<file path="src/rtl/ccm_pkg.sv">
package ccm_pkg;
  localparam int CNT_W = 20;
  localparam int LO_W  = 16;
  localparam int HI_W  = CNT_W - LO_W;

  typedef logic [CNT_W-1:0] cnt_t;

  // next counter value: preload beats strobe clear beats plain increment
  function automatic cnt_t cnt_next(cnt_t cur, logic ovf, logic tic,
                                    logic load, logic [LO_W-1:0] data);
    cnt_t r;
    if (load)     r = {{HI_W{1'b0}}, data};
    else if (tic) r = {{(CNT_W-1){1'b0}}, ovf};
    else          r = cur + {{(CNT_W-1){1'b0}}, ovf};
    return r;
  endfunction

  function automatic logic [HI_W-1:0] cnt_hi(cnt_t c);
    return c[CNT_W-1:LO_W];
  endfunction

  function automatic logic [LO_W-1:0] cnt_lo(cnt_t c);
    return c[LO_W-1:0];
  endfunction
endpackage

</file>
<file path="src/rtl/ccm_phase_acc.sv">
module ccm_phase_acc #(
  parameter int ACC_W = 24
) (
  input  logic             clk,
  input  logic             rst_n,
  input  logic [ACC_W-1:0] inc,
  output logic [ACC_W-1:0] acc_q,
  output logic             ovf
);
  function automatic logic [ACC_W:0] acc_step(logic [ACC_W-1:0] a,
                                               logic [ACC_W-1:0] b);
    return {1'b0, a} + {1'b0, b};
  endfunction

  logic [ACC_W:0] sum;

  always_comb sum = acc_step(acc_q, inc);
  assign ovf = sum[ACC_W];

  always_ff @(posedge clk or negedge rst_n) begin
    if (!rst_n) acc_q <= '0;
    else        acc_q <= sum[ACC_W-1:0];
  end
endmodule

</file>
<file path="src/rtl/ccm_wr_decode.sv">
module ccm_wr_decode #(
  parameter int ADDR_W     = 9,
  parameter int NUM_CH     = 12,
  parameter int CHAN_ID    = 3,
  parameter int CH_BASE    = 'h040,
  parameter int MULTI_BASE = 'h180,
  parameter int ALL_BASE   = 'h1C0
) (
  input  logic              wr_en,
  input  logic              test_mode,
  input  logic [ADDR_W-1:0] wr_addr,
  input  logic [NUM_CH-1:0] chan_mask,
  output logic              cnt_load
);
  localparam int CNT_OFS = 'h08;
  localparam logic [ADDR_W-1:0] A_CH    = ADDR_W'(CH_BASE + CNT_OFS);
  localparam logic [ADDR_W-1:0] A_MULTI = ADDR_W'(MULTI_BASE + CNT_OFS);
  localparam logic [ADDR_W-1:0] A_ALL   = ADDR_W'(ALL_BASE + CNT_OFS);
  localparam logic [NUM_CH-1:0] MY_BIT  = NUM_CH'(1) << CHAN_ID;

  logic hit_ch, hit_multi, hit_all, selected;

  always_comb begin
    selected  = (chan_mask & MY_BIT) != '0;
    hit_ch    = (wr_addr == A_CH);
    hit_multi = (wr_addr == A_MULTI) && selected;
    hit_all   = (wr_addr == A_ALL);
    cnt_load  = wr_en && test_mode && (hit_ch || hit_multi || hit_all);
  end
endmodule

</file>
<file path="src/rtl/ccm_cycle_cnt.sv">
module ccm_cycle_cnt
  import ccm_pkg::*;
(
  input  logic            clk,
  input  logic            rst_n,
  input  logic            ovf,
  input  logic            tic,
  input  logic            load,
  input  logic [LO_W-1:0] load_data,
  output cnt_t            cnt_q
);
  always_ff @(posedge clk or negedge rst_n) begin
    if (!rst_n) cnt_q <= '0;
    else        cnt_q <= cnt_next(cnt_q, ovf, tic, load, load_data);
  end
endmodule

</file>
<file path="src/rtl/ccm_snapshot.sv">
module ccm_snapshot
  import ccm_pkg::*;
#(
  parameter int ADDR_W  = 9,
  parameter int PH_W    = 8,
  parameter int CH_BASE = 'h040
) (
  input  logic              clk,
  input  logic              rst_n,
  input  logic              tic,
  input  cnt_t              cnt_q,
  input  logic [PH_W-1:0]   phase_in,
  input  logic [ADDR_W-1:0] rd_addr,
  output logic [HI_W-1:0]   cyc_hi,
  output logic [LO_W-1:0]   cyc_lo,
  output logic [PH_W-1:0]   phase_snap,
  output logic [LO_W-1:0]   rd_data
);
  localparam logic [ADDR_W-1:0] A_LO = ADDR_W'(CH_BASE + 'h08);
  localparam logic [ADDR_W-1:0] A_HI = ADDR_W'(CH_BASE + 'h18);

  always_ff @(posedge clk or negedge rst_n) begin
    if (!rst_n) begin
      cyc_hi     <= '0;
      cyc_lo     <= '0;
      phase_snap <= '0;
    end else if (tic) begin
      cyc_hi     <= cnt_hi(cnt_q);
      cyc_lo     <= cnt_lo(cnt_q);
      phase_snap <= phase_in;
    end
  end

  always_comb begin
    if (rd_addr == A_LO)      rd_data = cyc_lo;
    else if (rd_addr == A_HI) rd_data = {{(LO_W-HI_W){1'b0}}, cyc_hi};
    else                      rd_data = '0;
  end
endmodule

</file>
<file path="src/rtl/carrier_cycle_meter.sv">
module carrier_cycle_meter
  import ccm_pkg::*;
#(
  parameter int ACC_W      = 24,
  parameter int PH_W       = 8,
  parameter int ADDR_W     = 9,
  parameter int NUM_CH     = 12,
  parameter int CHAN_ID    = 3,
  parameter int CH_BASE    = 'h040,
  parameter int MULTI_BASE = 'h180,
  parameter int ALL_BASE   = 'h1C0
) (
  input  logic              clk,
  input  logic              rst_n,
  input  logic [ACC_W-1:0]  phase_inc,
  input  logic              tic,
  input  logic              test_mode,
  input  logic              wr_en,
  input  logic [ADDR_W-1:0] wr_addr,
  input  logic [15:0]       wr_data,
  input  logic [NUM_CH-1:0] chan_mask,
  input  logic [ADDR_W-1:0] rd_addr,
  output logic [15:0]       rd_data,
  output logic [3:0]        cyc_hi,
  output logic [15:0]       cyc_lo,
  output logic [PH_W-1:0]   phase_snap
);
  logic [ACC_W-1:0] acc_q;
  logic             acc_ovf;
  logic             cnt_load;
  cnt_t             cnt_q;
  logic [PH_W-1:0]  phase_frac;

  assign phase_frac = acc_q[ACC_W-1 -: PH_W];

  ccm_phase_acc #(.ACC_W(ACC_W)) u_acc (
    .clk(clk), .rst_n(rst_n), .inc(phase_inc), .acc_q(acc_q), .ovf(acc_ovf)
  );

  ccm_wr_decode #(
    .ADDR_W(ADDR_W), .NUM_CH(NUM_CH), .CHAN_ID(CHAN_ID),
    .CH_BASE(CH_BASE), .MULTI_BASE(MULTI_BASE), .ALL_BASE(ALL_BASE)
  ) u_dec (
    .wr_en(wr_en), .test_mode(test_mode), .wr_addr(wr_addr),
    .chan_mask(chan_mask), .cnt_load(cnt_load)
  );

  ccm_cycle_cnt u_cnt (
    .clk(clk), .rst_n(rst_n), .ovf(acc_ovf), .tic(tic),
    .load(cnt_load), .load_data(wr_data), .cnt_q(cnt_q)
  );

  ccm_snapshot #(.ADDR_W(ADDR_W), .PH_W(PH_W), .CH_BASE(CH_BASE)) u_snap (
    .clk(clk), .rst_n(rst_n), .tic(tic), .cnt_q(cnt_q),
    .phase_in(phase_frac), .rd_addr(rd_addr), .cyc_hi(cyc_hi),
    .cyc_lo(cyc_lo), .phase_snap(phase_snap), .rd_data(rd_data)
  );
endmodule

</file>
<file path="config.mk">
export PLATFORM = sky130hd
export DESIGN_NAME = carrier_cycle_meter
export DESIGN_NICKNAME = d
export VERILOG_FILES = /design/src/rtl/ccm_pkg.sv /design/src/rtl/ccm_phase_acc.sv /design/src/rtl/ccm_wr_decode.sv /design/src/rtl/ccm_cycle_cnt.sv /design/src/rtl/ccm_snapshot.sv /design/src/rtl/carrier_cycle_meter.sv
export SDC_FILE = /design/constraint.sdc
export NUM_CORES = 1
export LEC_CHECK = 0
export BUFFER_PORTS_ARGS = -buffer_cell sky130_fd_sc_hd__buf_2
export CORE_UTILIZATION = 45
export CTS_CLUSTER_DIAMETER = 30
export DETAILED_ROUTE_END_ITERATION = 7
export PLACE_DENSITY = 0.71
export SYNTH_ARGS = -nofsm -noshare
export SYNTH_HDL_FRONTEND = slang
export SYNTH_SLANG_ARGS = --single-unit
</file>
<file path="constraint.sdc">
create_clock -name clk -period 6.6 [get_ports clk]
set_input_delay 0.33 -clock clk [delete_from_list [all_inputs] [get_ports clk]]
set_output_delay 0.33 -clock clk [all_outputs]
set_load 0.005 [all_outputs]
</file>
# Word-level counts from Yosys, hierarchy flattened
# Cells that the tools add are included.
dict set report word_totals {
  reg_bits 72
  latchBits 0
  ram_bits 0
  rom_bits 0
  wordCells 21
  memories 0
}
dict set report classes {
  addsub 2
  n_mul 0
  div 0
  order_cmp 0
  eq_ne 5
  shifts 0
  n_mux 4
  n_bitwise 0
  n_reduce_logical 5
}
# op n
set ops {}
lappend ops {{20-bit 2-to-1 mux} 2}
lappend ops {{9-bit by 7-bit == test with 1-bit output (second input constant)} 3}
lappend ops {{24-bit by 24-bit adder with 25-bit output} 1}
lappend ops {{20-bit by 1-bit adder with 20-bit output} 1}
lappend ops {{9-bit == test (second input constant)} 2}
lappend ops {{16-bit 2-to-1 mux} 1}
lappend ops {{4-bit 2-to-1 mux} 1}
lappend ops {{1-bit logical AND} 3}
lappend ops {{1-bit logical OR} 2}

# Longest topological paths before layout
dict set report logic_depth {
  depth_word 6
  depth_mapped 16
  mapped_depth_nobuf 16
}

# By module
# Synthesis repeated with hierarchy kept, for this count alone.
dict set report unflattened {
  hier_cells 417
  area_unflattened_um2 4403.0
}
# mod instances cells_each area_each_um2
set modules_own_cells {}
lappend modules_own_cells {ccm_phase_acc 1 191 1854.3}
lappend modules_own_cells {ccm_snapshot 1 113 1328.8}
lappend modules_own_cells {ccm_cycle_cnt 1 108 1174.9}
lappend modules_own_cells {ccm_wr_decode 1 5 45.0}

# Worst setup path before layout
# No wires, ideal clock.
dict set report synth_path {
  path_type {reg-to-reg}
  startpoint {register u_acc.acc_q[0]}
  endpoint {register u_cnt.cnt_q[16]}
  setup_time_ps 121
  t_arrival_ps 2701
  slack_ps 3778
  path_stages_with_launch 17
  period_less_slack_ps 2822
  path_cell_list {dfrtp_1 -> ha_1 -> fa_1 -> a21oi_1 -> o21ai_1 -> nand4_1 -> nand4_1 -> nand4_1 -> nand2_1 -> ha_1 -> ha_1 -> and4_1 -> nand4_1 -> nor2_1 -> nand2_1 -> xor2_1 -> nor2_1}
}
dict set report synth_via {
  elab_chain_cells 4
}
# element line
set synth_lines {}
lappend synth_lines {{from (decl)} ccm_phase_acc.sv:7} ;# output logic [ACC_W-1:0] acc_q,
lappend synth_lines {{from (signal assigned)} ccm_phase_acc.sv:22} ;# else acc_q <= sum[ACC_W-1:0];
lappend synth_lines {{24-bit by 24-bit adder with 25-bit output} ccm_phase_acc.sv:12} ;# return {1'b0, a} + {1'b0, b};
lappend synth_lines {{20-bit by 1-bit adder with 20-bit output} ccm_pkg.sv:14} ;# else r = cur + {{(CNT_W-1){1'b0}}, ovf};
lappend synth_lines {{20-bit 2-to-1 mux} ccm_pkg.sv:13} ;# else if (tic) r = {{(CNT_W-1){1'b0}}, ovf};
lappend synth_lines {{20-bit 2-to-1 mux} ccm_pkg.sv:12} ;# if (load) r = {{HI_W{1'b0}}, data};
lappend synth_lines {{to (signal assigned)} ccm_cycle_cnt.sv:14} ;# else cnt_q <= cnt_next(cnt_q, ovf, tic, load, load_data);
lappend synth_lines {{to (decl)} ccm_cycle_cnt.sv:10} ;# output cnt_t cnt_q
# Every way passes these cells.
# A chain may end at the register's enable or synchronous reset.

# Worst setup path after layout
dict set report layout_path {
  startpoint {register u_acc.acc_q[15]}
  endpoint {register u_cnt.cnt_q[16]}
}
# Same word-level chain as after synthesis.

==> flow_summary.json <==
{
  "clk_pin_slew_ps": 80,
  "post-route-min-period_ps": 3390,
  "die_h_um": 97.4,
  "port-buffer-count": 107,
  "cts_tree": "yes",
  "grt-ovfl-total": 0,
  "finalClockSkew_ps": 13.8,
  "htree_levels": 3,
  "synthCells": 410,
  "finalCritPeriodShare_pct": 51.3,
  "antenna_found_initial": 0,
  "yosys_warnings": 0,
  "post-place-cells": 614,
  "clkLatencyLatePin_ps": 360,
  "grt.total_usage_pct": 20.1,
  "clockRootBuffer": "clkbuf_8",
  "cp-end-kind": "flip-flop",
  "yosys-mux-area-fraction_pct": 8.68,
  "ant_nets": 0,
  "mostFrequentLayoutCell": "buf_2",
  "hpwlAfterDp_um": 6830,
  "rsz0062_at_grt": "false",
  "required_ps": 6840,
  "rows": 34,
  "wl_um": 9190,
  "grt_pass1_wl_um": 15400,
  "setup_viol": 0,
  "num_io_pins": 119,
  "status": "finished clean",
  "cts_sinks": 72,
  "fp.dieW_um": 97.4,
  "cts_made_buffers": 9,
  "crit_type": "reg -> reg",
  "tightest_slew_ps": 911,
  "synth_area_per_cell_um2": 9.98,
  "synthAdderAreaFrac_pct": 8.44,
  "powerDensity_nw_per_um2": 380,
  "most-common-layout-cells": "107 x buf_2, 72 x dfrtp_1, 50 x nand2_1, 30 x nor2_1, 29 x a21oi_1",
  "cts-hold-fix-buffers": 0,
  "top_layer": "met4",
  "synth_top_cell_by_area": "dfrtp_1",
  "antennaDiodeCount": 0,
  "irDropWorstVdd_uv": 269,
  "syn_nets": 512,
  "cts_setup_buffers": 0,
  "ctsResizeCount": 0,
  "slew_violations": 0,
  "synth_seq_cells": 72,
  "fp.dieArea_um2": 9480,
  "place.gp.congestion": 0.911,
  "viasPerCell": 5.37,
  "yosysTopAreaCellShare_pct": 44.0,
  "drc": 0,
  "synth_area_leaders": "dfrtp_1 44%, ha_1 7.9%, mux2_2 7.7%",
  "synth_top_family_by_area": "simple AND/OR/NAND/NOR gates",
  "final_nets": 619,
  "wl_per_cell_um": 14.6,
  "max_freq_ghz": 0.295,
  "wl_met1_um": 4010,
  "drive_above_1_share_pct": 30.8,
  "grt_max_degree": 73,
  "wl_met2_um": 4590,
  "startpoint_type": "flip-flop",
  "hold_class": "in -> async",
  "relSlewSlack_pct": 39.3,
  "firstDrtPassIters": 4,
  "syn_area_um2": 4090,
  "layout.cells.non_filler": 630,
  "cap_violations": 0,
  "setup_tns_ps": 0,
  "ys_types": 46,
  "dr_wl_met3_um": 374,
  "arrival_ps": 3630,
  "initial_utilization_pct": 46.7,
  "ys_seq_area_share_pct": 44.0,
  "syn_to_final_growth_pct": 21.5,
  "clockBufferDepth": 2,
  "vias": 3382,
  "hold_violations": 0,
  "core_area_um2": 8760,
  "synth-compound-area-share_pct": 11.6,
  "yosys.area_share.simple_pct": 17.3,
  "grt_pass1_vias": 3356,
  "critPathMaxFanout": 7,
  "p_leak_nw": 2.40,
  "dr.first_iter.drc_count": 96,
  "synth_xor_area_share_pct": 8.35
}
## area by class of cell
class / instances / area (um2)
Fill cell: 806 / 3790
Clock buffer: 10 / 128
Tap cell: 108 / 135
Sequential cell: 72 / 1800
Inverter: 3 / 11.3
Clock inverter: 6 / 115
Timing Repair Buffer: 109 / 551
Multi-Input combinational cell: 322 / 2230
## sequential cells by signal, summed over array words and instances (netlist names)
| register | cells |
|---|---|
| u_acc.acc_q | 24 |
| u_cnt.cnt_q | 20 |
| u_snap.cyc_hi | 4 |
| u_snap.cyc_lo | 16 |
| u_snap.phase_snap | 8 |
## cells in the mapped netlist (all sizes together)
master / count
nor4b: 3
a31oi: 2
o31ai: 5
nor4: 1
fa: 1
a211oi: 2
nand2: 51
nor3: 4
or4: 1
a21boi: 1
a41oi: 2
clkbuf: 9
o211ai: 2
a21oi: 31
nor2: 30
dfrtp: 72
nand2b: 2
nor3b: 1
nand4: 8
nand3b: 1
o211a: 1
o21ai: 27
and3: 4
mux2i: 4
o21bai: 1
inv: 3
or3: 1
xor2: 19
a21o: 2
nor2b: 6
and2: 14
or2: 2
a211o: 1
mux2: 28
and4: 3
and3b: 1
ha: 26
nand3: 11
o2111ai: 1
a221oi: 1
buf: 4
xnor2: 20
o21a: 1
## cells by family (layout without fill, tap and decap cells)
| logic type | Yosys count | count (layout) |
|---|---|---|
| XOR/XNOR | 39 | 39 |
| adder cells (fa/ha/maj) | 27 | 27 |
| buffers and inverters | 16 | 128 |
| multiplexers | 32 | 32 |
| AO/OA/AOI/OAI | 80 | 80 |
| flip-flops | 72 | 72 |
| AND/OR/NAND/NOR | 144 | 144 |
## per-layer routing
metal,track usage [%],vias up
met2,34.6,98
li1,-,1660
met1,24.5,1603
met5,0,-
met3,4.03,21
met4,8.48,0
## power by group
part           internal [W]  switching (W)
Sequential         0.000567      0.0000566
Combinational      0.000366       0.000472
Clock              0.000253       0.000173
## metrics by stage
stage | power, W | area [um2] | util, % | hold WS [ps] | setup slack, ps
floorplan | 0.00125 | 4090 | - | 34.4 | 3780
global placement | 0.00143 | 4730 | 54.0 | 454 | 3240
detailed placement | 0.00146 | 4730 | 54.0 | 460 | 3150
CTS | 0.00190 | 4970 | 56.7 | 167 | 3220
global route | 0.00203 | 4970 | 56.7 | 182 | 2850
finish | 0.00189 | 4970 | 56.7 | 175 | 3210
## final timing paths
| path | startpoint | to | slack [ps] | cells after the start |
|---|---|---|---|---|
| min in group clk | wr_data[1] | u_cnt.cnt_q[1]$_DFF_PN0_ | 180 | 3 |
| max in group asynchronous | rst_n | u_snap.phase_snap[5]$_DFFE_PN0P_ | 5820 | 2 |
| setup reg to reg | u_acc.acc_q[15]$_DFF_PN0_ | u_cnt.cnt_q[16]$_DFF_PN0_ | 3210 | 15 |
| hold / removal | rst_n | u_snap.cyc_lo[11]$_DFFE_PN0P_ | 180 | 2 |
| setup / recovery | u_acc.acc_q[15]$_DFF_PN0_ | u_cnt.cnt_q[16]$_DFF_PN0_ | 3210 | 15 |
| hold reg to reg | u_acc.acc_q[0]$_DFF_PN0_ | u_acc.acc_q[0]$_DFF_PN0_ | 480 | 1 |
## worst max-delay path: stages (launching register included)
cell and delay (ps):
dfrtp_1 370, ha_1 400, nand4_1 160, nor3_1 300, nand4_1 140, nand4_1 230
nand4_1 170, nand2_1 110, ha_1 190, ha_1 220, and4_1 220, nand4_1 240
nor2_1 240, nand2_1 90, xor2_1 140, nor2_1 50
Note: power is estimated with default switching activity, not from simulation.
